## src/rtl/hmac_pkg.sv

```systemverilog
package hmac_pkg;
  localparam int CODE_W = 5;

  typedef struct packed {
    logic a_low;     // take low half of src_a
    logic b_low;     // take low half of src_b
    logic signed_op; // signed extension and signed overflow rules
    logic sat;       // clamp on overflow
    logic chk;       // update overflow flags
  } hmac_mode_t;

  function automatic hmac_mode_t hmac_decode(input logic [CODE_W-1:0] code);
    hmac_mode_t m;
    m.a_low     = code[2];
    m.b_low     = code[3];
    m.signed_op = code[0];
    m.sat       = code[1];
    m.chk       = code[4];
    return m;
  endfunction
endpackage

```

## src/rtl/hmac_operand_sel.sv

```systemverilog
module hmac_operand_sel #(
  parameter int XLEN = 32
) (
  input  logic [XLEN-1:0] word,
  input  logic            pick_low,
  input  logic            sign_ext,
  output logic [XLEN-1:0] ext
);
  localparam int HALF = XLEN / 2;

  logic [HALF-1:0] half;

  always_comb begin
    half = pick_low ? word[HALF-1:0] : word[XLEN-1:HALF];
    if (sign_ext) ext = {{(XLEN-HALF){half[HALF-1]}}, half};
    else          ext = {{(XLEN-HALF){1'b0}}, half};
  end
endmodule

```

## src/rtl/hmac_accum.sv

```systemverilog
module hmac_accum
  import hmac_pkg::*;
#(
  parameter int XLEN = 32
) (
  input  logic [XLEN-1:0] acc,
  input  logic [XLEN-1:0] prod,
  input  logic            acc_en,
  input  logic            neg_en,
  input  hmac_mode_t      mode,
  output logic [XLEN-1:0] value,
  output logic            ovf
);
  localparam logic [XLEN-1:0] SMAX = {1'b0, {(XLEN-1){1'b1}}};
  localparam logic [XLEN-1:0] UMAX = {XLEN{1'b1}};

  logic [XLEN:0]   raw;
  logic [XLEN-1:0] wrapped;
  logic            s_ovf;
  logic            u_ovf;

  always_comb begin
    if (neg_en) raw = {1'b0, acc} - {1'b0, prod};
    else        raw = {1'b0, acc} + {1'b0, prod};
    wrapped = raw[XLEN-1:0];
    // signed: addend is product, or its negation when subtracting
    if (neg_en) s_ovf = (acc[XLEN-1] != prod[XLEN-1]) && (wrapped[XLEN-1] != acc[XLEN-1]);
    else        s_ovf = (acc[XLEN-1] == prod[XLEN-1]) && (wrapped[XLEN-1] != acc[XLEN-1]);
    // unsigned: carry out of add, borrow out of subtract
    u_ovf = raw[XLEN];
    ovf   = acc_en && (mode.signed_op ? s_ovf : u_ovf);

    if (!acc_en) begin
      value = prod;
    end else if (ovf && mode.sat) begin
      if (mode.signed_op) value = {XLEN{acc[XLEN-1]}} ^ SMAX;
      else                value = UMAX;
    end else begin
      value = wrapped;
    end
  end
endmodule

```

## src/rtl/hmac_mac_unit.sv

```systemverilog
module hmac_mac_unit
  import hmac_pkg::*;
#(
  parameter int XLEN = 32
) (
  input  logic              clk,
  input  logic              rst,
  input  logic              in_valid,
  input  logic [XLEN-1:0]   src_a,
  input  logic [XLEN-1:0]   src_b,
  input  logic [XLEN-1:0]   acc_in,
  input  logic [CODE_W-1:0] sel_code,
  input  logic              acc_en,
  input  logic              neg_en,
  input  logic              rec_en,
  input  logic              ov_in,
  input  logic              so_in,
  output logic              out_valid,
  output logic [XLEN-1:0]   result,
  output logic              ov_out,
  output logic              so_out,
  output logic [3:0]        cr_out,
  output logic              cr_we
);
  localparam int NOPS = 2;
  localparam logic [XLEN-1:0] SMAX = {1'b0, {(XLEN-1){1'b1}}};
  localparam logic [XLEN-1:0] SMIN = {1'b1, {(XLEN-1){1'b0}}};
  localparam logic [XLEN-1:0] UMAX = {XLEN{1'b1}};

  hmac_mode_t      mode;
  logic [XLEN-1:0] src_w [NOPS];
  logic            low_w [NOPS];
  logic [XLEN-1:0] opnd  [NOPS];
  logic [XLEN-1:0] prod;
  logic [XLEN-1:0] value;
  logic            ovf;
  logic            ov_nx;
  logic            so_nx;
  logic [3:0]      cr_nx;

  always_comb begin
    mode     = hmac_decode(sel_code);
    src_w[0] = src_a;
    src_w[1] = src_b;
    low_w[0] = mode.a_low;
    low_w[1] = mode.b_low;
  end

  for (genvar gi = 0; gi < NOPS; gi++) begin : g_opnd
    hmac_operand_sel #(.XLEN(XLEN)) u_sel (
      .word     (src_w[gi]),
      .pick_low (low_w[gi]),
      .sign_ext (mode.signed_op),
      .ext      (opnd[gi])
    );
  end

  always_comb prod = opnd[0] * opnd[1];

  hmac_accum #(.XLEN(XLEN)) u_acc (
    .acc    (acc_in),
    .prod   (prod),
    .acc_en (acc_en),
    .neg_en (neg_en),
    .mode   (mode),
    .value  (value),
    .ovf    (ovf)
  );

  always_comb begin
    if (acc_en && mode.chk) begin
      ov_nx = ovf;
      so_nx = so_in | ovf;
    end else begin
      ov_nx = ov_in;
      so_nx = so_in;
    end
    cr_nx[3] = value[XLEN-1];
    cr_nx[2] = !value[XLEN-1] && (value != '0);
    cr_nx[1] = (value == '0);
    cr_nx[0] = so_nx;
  end

  always_ff @(posedge clk) begin
    if (rst) begin
      out_valid <= 1'b0;
      result    <= '0;
      ov_out    <= 1'b0;
      so_out    <= 1'b0;
      cr_out    <= '0;
      cr_we     <= 1'b0;
    end else begin
      out_valid <= in_valid;
      cr_we     <= in_valid && rec_en;
      if (in_valid) begin
        result <= value;
        ov_out <= ov_nx;
        so_out <= so_nx;
        cr_out <= cr_nx;
      end
    end
  end


  valid_pipe_chk: assert property (@(posedge clk) disable iff (rst)
    in_valid |=> out_valid);

  idle_pipe_chk: assert property (@(posedge clk) disable iff (rst)
    !in_valid |=> !out_valid);

  so_sticky_chk: assert property (@(posedge clk) disable iff (rst)
    in_valid && so_in |=> so_out);

  ov_sets_so_chk: assert property (@(posedge clk) disable iff (rst)
    in_valid && acc_en && sel_code[4] |=> (!ov_out || so_out));

  no_overflow_chk: assert property (@(posedge clk) disable iff (rst)
    in_valid && !acc_en |=> (ov_out == $past(ov_in)) && (so_out == $past(so_in)));

  signed_sat_chk: assert property (@(posedge clk) disable iff (rst)
    in_valid && acc_en && sel_code[4] && sel_code[1] && sel_code[0]
    |=> (!ov_out || result == SMAX || result == SMIN));

  unsigned_sat_chk: assert property (@(posedge clk) disable iff (rst)
    in_valid && acc_en && sel_code[4] && sel_code[1] && !sel_code[0]
    |=> (!ov_out || result == UMAX));

  cr_onehot_chk: assert property (@(posedge clk) disable iff (rst)
    out_valid && cr_we |-> ($countones(cr_out[3:1]) == 1) && (cr_out[0] == so_out));
endmodule

```

## config.mk

```make
export PLATFORM = sky130hd
export DESIGN_NAME = hmac_mac_unit
export DESIGN_NICKNAME = d
export VERILOG_FILES = /design/src/rtl/hmac_pkg.sv /design/src/rtl/hmac_operand_sel.sv /design/src/rtl/hmac_accum.sv /design/src/rtl/hmac_mac_unit.sv
export SDC_FILE = /design/constraint.sdc
export NUM_CORES = 1
export LEC_CHECK = 0
export ABC_AREA = 1
export BUFFER_PORTS_ARGS = -buffer_cell sky130_fd_sc_hd__buf_4
export CORE_ASPECT_RATIO = 2
export CORE_MARGIN = 10
export CORE_UTILIZATION = 30
export DETAILED_ROUTE_END_ITERATION = 10
export HOLD_SLACK_MARGIN = 0.03
export PLACE_DENSITY = 0.52
export RECOVER_POWER = 100
export SLEW_MARGIN = 20
export SYNTH_ARGS = -nofsm -noshare
export SYNTH_HDL_FRONTEND = slang
export SYNTH_SLANG_ARGS = --single-unit
```

## constraint.sdc

```tcl
create_clock -name clk -period 19.4 [get_ports clk]
set_input_delay 1.94 -clock clk [delete_from_list [all_inputs] [get_ports clk]]
set_output_delay 1.94 -clock clk [all_outputs]
set_load 0.1 [all_outputs]
```

==> flow_summary.json, run 1 <==
{
  "synthAdderAreaFrac": 0.4971,
  "synth_area_um2": 17610,
  "avgSynthCellArea_um2": 7.563,
  "cpPeakStageDelay_ns": 1.44,
  "cp-end-kind": "register",
  "cts.sinks": 38,
  "cts_made_buffers": 5,
  "crit_fanout": 36,
  "yosys.area.top_type_share": 0.3855,
  "final.setup_skew_ns": 0,
  "grt_antenna_before_repair": 0,
  "crit-reg2reg-launch": "result[29]",
  "syn_to_final_growth_pct": 10.80,
  "synth_simple_gate_area_frac": 0.2033,
  "cts.htree.levels": 2,
  "fillers": 6414,
  "yosysTopAreaCell": "fa_1",
  "vias_per_cell": 4.830,
  "grtUsageMet3": 0.01509,
  "stdcell_area_um2": 19510,
  "max_clock_freq_ghz": 0.06264,
  "initial_utilization": 0.3026,
  "met1_usage": 0.1779,
  "port-buffer-count": 148,
  "layout-drive-gt1-share": 0.07585,
  "use_met2": 0.3580,
  "die_area_um2": 69360,
  "seq_area_um2": 760.7,
  "maxSlewHeadroom": -0.5326,
  "synth_top_cells_by_area": "fa_1 39%, ha_1 11%, inv_1 11%",
  "grt_max_degree": 71,
  "tightestPinTransition_ns": 2.299,
  "critPathTopFamily": "simple AND/OR/NAND/NOR gates",
  "gp_congestion": 0.9750,
  "ant_nets": 0,
  "die_w_um": 191.3,
  "root_buffer": "clkbuf_16",
  "start_kind": "input port",
  "hold_path.class": "register to register",
  "clk_latency_ns": 0.29,
  "rrSetupSlack_ns": 18.60,
  "seq_area_frac_synth": 0.04321,
  "cap_violations": 2,
  "ys_types": 47,
  "postCtsSetupRepairBufs": 0,
  "drt-initial-drc-count": 916,
  "n_antenna_cell": 0,
  "slew_viol_final": 84,
  "setup_viol_count_final": 0,
  "drtPass1Iterations": 6,
  "violations": "capacitance limit, slew limit",
  "period_share": 0.8229,
  "dpl.hpwl_um": 55800,
  "worstHoldEndpoint": "cr_out[2]",
  "ys_top_cells_by_count": "506 x inv_1, 411 x nand2_1, 339 x fa_1",
  "synth.most_common_cell": "inv_1",
  "worstHoldStart": "cr_out[2]",
  "synthXorXnorAreaFrac": 0.04826,
  "path_clk_slew_ns": 0.05,
  "cts_tree": "yes",
  "synth-async-reset-ratio": 0,
  "synthMuxAreaShare": 0.001706,
  "cts_resized": 0,
  "finalSetupTns_ns": 0,
  "grt_pass1_vias": 17140,
  "status": "finished with violations",
  "finalHoldViolCount": 0,
  "worstSetupPathType": "input port to register",
  "ctsLongestPathBuffers": 2,
  "dpl-instance-area_um2": 19540,
  "die_h_um": 362.6,
  "synth_edf_count": 0,
  "holdPathStages": 2,
  "critPathArrivalTime_ns": 16.14,
  "synth-seq-cells": 38,
  "cp.buffers_inverters": 9,
  "synth_compound_area_frac": 0.07903,
  "rsz0062_at_grt": "no",
  "synth_flop_cell": "dfxtp_1",
  "worst-endpoint-required_ns": 19.57,
  "wl_per_cell_um": 19.67,
  "placementRows": 125,
  "r2r_end": "result[29]",
  "period_needed_ns": 15.97,
  "grt_usage": 0.1822,
  "path_common_cell": "nand2_1",
  "multi_input_area_um2": 14590,
  "synth_nets": 2933,
  "slowest_stage": "o21ai_0",
  "synth_top_family_by_area": "adder cells",
  "grt.overflow.total": 0,
  "io_pins": 149,
  "drc": 0,
  "core_area_um2": 58180,
  "yosysWarnings": 0,
  "cts-hold-fix-buffers": 0,
  "busiest_layer": "met2",
  "vias": 15460,
  "syn_inst": 2328,
  "nNetsFinal": 3043,
  "totalWireLength_um": 62950,
  "reg2reg_depth": 2,
  "grt_first_pass_wirelength_um": 97040
}
## stage by stage
stage	utilization	hold WS [ns]	setup WS [ns]	std cells
final	0.3353	0.4752	3.435	3201
after global routing	0.3353	0.4949	2.311	3201
after CTS	0.3384	0.4771	5.114	3201
after detailed placement	0.3358	0.4686	4.871	3193
after global placement	0.3358	0.4565	5.052	3193
after floorplan	-	0.8995	7.487	2328
## area by class of cell
class,count,share of cell area
flip-flops and latches,38,0.03900
multi-input cells,1709,0.7477
inverters,512,0.09852
repair buffers,172,0.05831
clock buffers,7,0.007312
well taps,762,0.04888
clock inverters,1,0.0002566
## flip-flops by register name, indices dropped and copies added, names as in the netlist
| register | cells |
|---|---|
| ov_out | 1 |
| out_valid | 1 |
| cr_out | 3 |
| result | 32 |
| cr_we | 1 |
## tightest hold or removal path, delay by kind of cell, from the launching register on
family | cells | cell delay [ns]
DFF | 1 | 0.31
and+or+nand+nor | 1 | 0.06
AOI/OAI and AO/OA | 1 | 0.06
## per-layer routing
| metal | wire length (um) | up-vias | part of all wire |
|---|---|---|---|
| met5 | 0 | - | 0 |
| met3 | 2623 | 152 | 0.042 |
| met1 | 21680 | 7558 | 0.34 |
| met4 | 4245 | 0 | 0.067 |
| met2 | 34410 | 497 | 0.55 |
| li1 | - | 7253 | - |
## layout by cell type, fill, tap and decap left out, types with 5 or more instances in the layout
cell	count
nor3_1	26
ha_1	157
xor2_1	71
fa_1	339
dfxtp_1	38
buf_4	131
o21ai_1	22
a21o_1	8
nand3_1	85
inv_1	507
clkbuf_1	42
nor2_1	286
a21oi_1	108
or2_2	21
nand2_1	411
o21ai_0	75
o21a_1	5
clkbuf_16	5
xnor2_1	26
a31oi_1	6
nand4_1	12
## logic make-up (layout without fill, tap and decap cells)
group                    after synthesis  in the layout
AO/OA/AOI/OAI                        249            249
XOR/XNOR                              97             97
adder cells (fa/ha/maj)              496            496
buffers and inverters                581            692
flip-flops                            38             38
multiplexers                           3              3
AND/OR/NAND/NOR                      864            864
## how the worst max path moves through the flow
stage	startpoint	end	slack [ns]	cells after the start
4_1_cts	sel_code[2]	cr_out[2]	5.11	54
5_1_grt	sel_code[2]	cr_out[2]	2.31	53
3_5_place_dp	sel_code[2]	cr_out[2]	4.87	54
6_report	sel_code[2]	cr_out[2]	3.43	55
2_1_floorplan	sel_code[2]	cr_out[2]	7.49	59
3_3_place_gp	sel_code[2]	cr_out[2]	5.05	54
Power of run 1 is left out: the tool's default activity adds up to more than one toggle a clock period on the data nets, which glitch-free logic cannot reach.
==> run 2: changes to the inputs <==
==> constraint.sdc (replaced) <==
create_clock -name clk -period 15.5 [get_ports clk]
set_input_delay 1.55 -clock clk [delete_from_list [all_inputs] [get_ports clk]]
set_output_delay 1.55 -clock clk [all_outputs]
set_load 0.1 [all_outputs]
==> flow_summary.json, run 2 (synthesized netlist as in run 1, its figures left out) <==
{
  "cap_violations": 1,
  "slowest_stage": "fa_1",
  "ant_nets": 0,
  "vias_per_cell": 4.812,
  "path_common_cell": "nand2_1",
  "grt_first_pass_wirelength_um": 97480,
  "drc": 0,
  "layout_commonest_cell": "inv_1",
  "worstHoldStart": "cr_out[2]",
  "crit_fanout": 36,
  "syn_to_final_growth_pct": 11.02,
  "rsz0062_at_grt": "no",
  "core_area_um2": 58180,
  "port-buffer-count": 148,
  "wl_per_cell_um": 19.57,
  "place_ws_ns": 1.308,
  "hold_slack_ns": 0.4697,
  "n_antenna_cell": 0,
  "grt_usage": 0.1830,
  "status": "finished with violations",
  "cts-hold-fix-buffers": 0,
  "cts_resized": 0,
  "cts_tree": "yes",
  "totalWireLength_um": 62650,
  "reg_top3": "result x32, cr_out x3",
  "largest_reg_flops": 32,
  "dpl-instance-area_um2": 19550,
  "slew_viol_final": 71,
  "setup_viol_count_final": 0,
  "worst-endpoint-required_ns": 15.59,
  "max_clock_freq_ghz": 0.07082,
  "ctsLongestPathBuffers": 2,
  "dpl.hpwl_um": 55640,
  "period_needed_ns": 14.12,
  "nNetsFinal": 3044,
  "layout-drive-gt1-share": 0.07787,
  "vias": 15410,
  "maxSlewHeadroom": -0.5493,
  "critPathTopFamily": "simple AND/OR/NAND/NOR gates",
  "clk_latency_ns": 0.29,
  "cp-startpoint": "sel_code[2]",
  "cts.htree.levels": 2,
  "cpPeakStageDelay_ns": 0.71,
  "violations": "capacitance limit, slew limit",
  "die_area_um2": 69360,
  "io_pins": 149,
  "cts_made_buffers": 5,
  "period_share": 0.9110,
  "grt_antenna_before_repair": 0,
  "stdcell_area_um2": 19550,
  "top_register": "result",
  "postCtsSetupRepairBufs": 0,
  "final_cell_mix": "507 x inv_1, 411 x nand2_1, 339 x fa_1",
  "start_kind": "input port",
  "drtPass1Iterations": 5,
  "seq_area_um2": 760.7,
  "die_w_um": 191.3,
  "final.setup_skew_ns": 0,
  "cts.sinks": 38,
  "path_clk_slew_ns": 0.06,
  "gp_congestion": 0.9729,
  "crit-reg2reg-launch": "result[27]",
  "tightestPinTransition_ns": 2.324,
  "hold_path.class": "register to register",
  "finalHoldViolCount": 0,
  "grt_pass1_vias": 17260,
  "drt-initial-drc-count": 772,
  "fillers": 6368,
  "placementRows": 125,
  "multi_input_area_um2": 14620,
  "initial_utilization": 0.3026,
  "fin_ws_ns": 1.379,
  "cp.buffers_inverters": 9,
  "grt.overflow.total": 0,
  "worstSetupPathType": "input port to register",
  "die_h_um": 362.6,
  "root_buffer": "clkbuf_16",
  "cp-end-kind": "register",
  "critPathArrivalTime_ns": 14.21,
  "grt_max_degree": 71,
  "finalSetupTns_ns": 0
}
-- run 2: worst paths after layout --
check	to	slack (ns)	cells after the start
min reg2reg	cr_out[2]	0.47	2
max reg2reg	result[27]	14.59	2
max	cr_out[1]	1.38	53
min	cr_out[2]	0.47	2
-- run 2: tightest hold or removal path, cell delays in order, from the launching register on --
cell and delay [ns]:
dfxtp_1 0.31, nand2_1 0.06, a21oi_1 0.06
-- run 2: stage by stage --
stage          instances  utilization
3_5_place_dp        3194       0.3360
4_1_cts             3202       0.3385
3_3_place_gp        3194       0.3360
6_report            3202       0.3359
5_1_grt             3202       0.3359
2_1_floorplan       2328            -
-- run 2: layout make-up --
cell class,instances,area share
multi-input cells,1709,0.7478
flip-flops and latches,38,0.03892
well taps,762,0.04878
clock inverters,1,0.0002561
clock buffers,7,0.007298
repair buffers,173,0.05858
inverters,512,0.09833
-- run 2: routing by layer --
metal,up-vias,share of wire,global-route usage,routed length [um]
met3,135,0.044,0.01836,2755
met4,0,0.064,0.1038,4036
met2,482,0.55,0.3619,34610
li1,7245,-,-,-
met1,7546,0.34,0.1765,21250
met5,-,0,0,0
Power of run 2 is left out for the same reason.
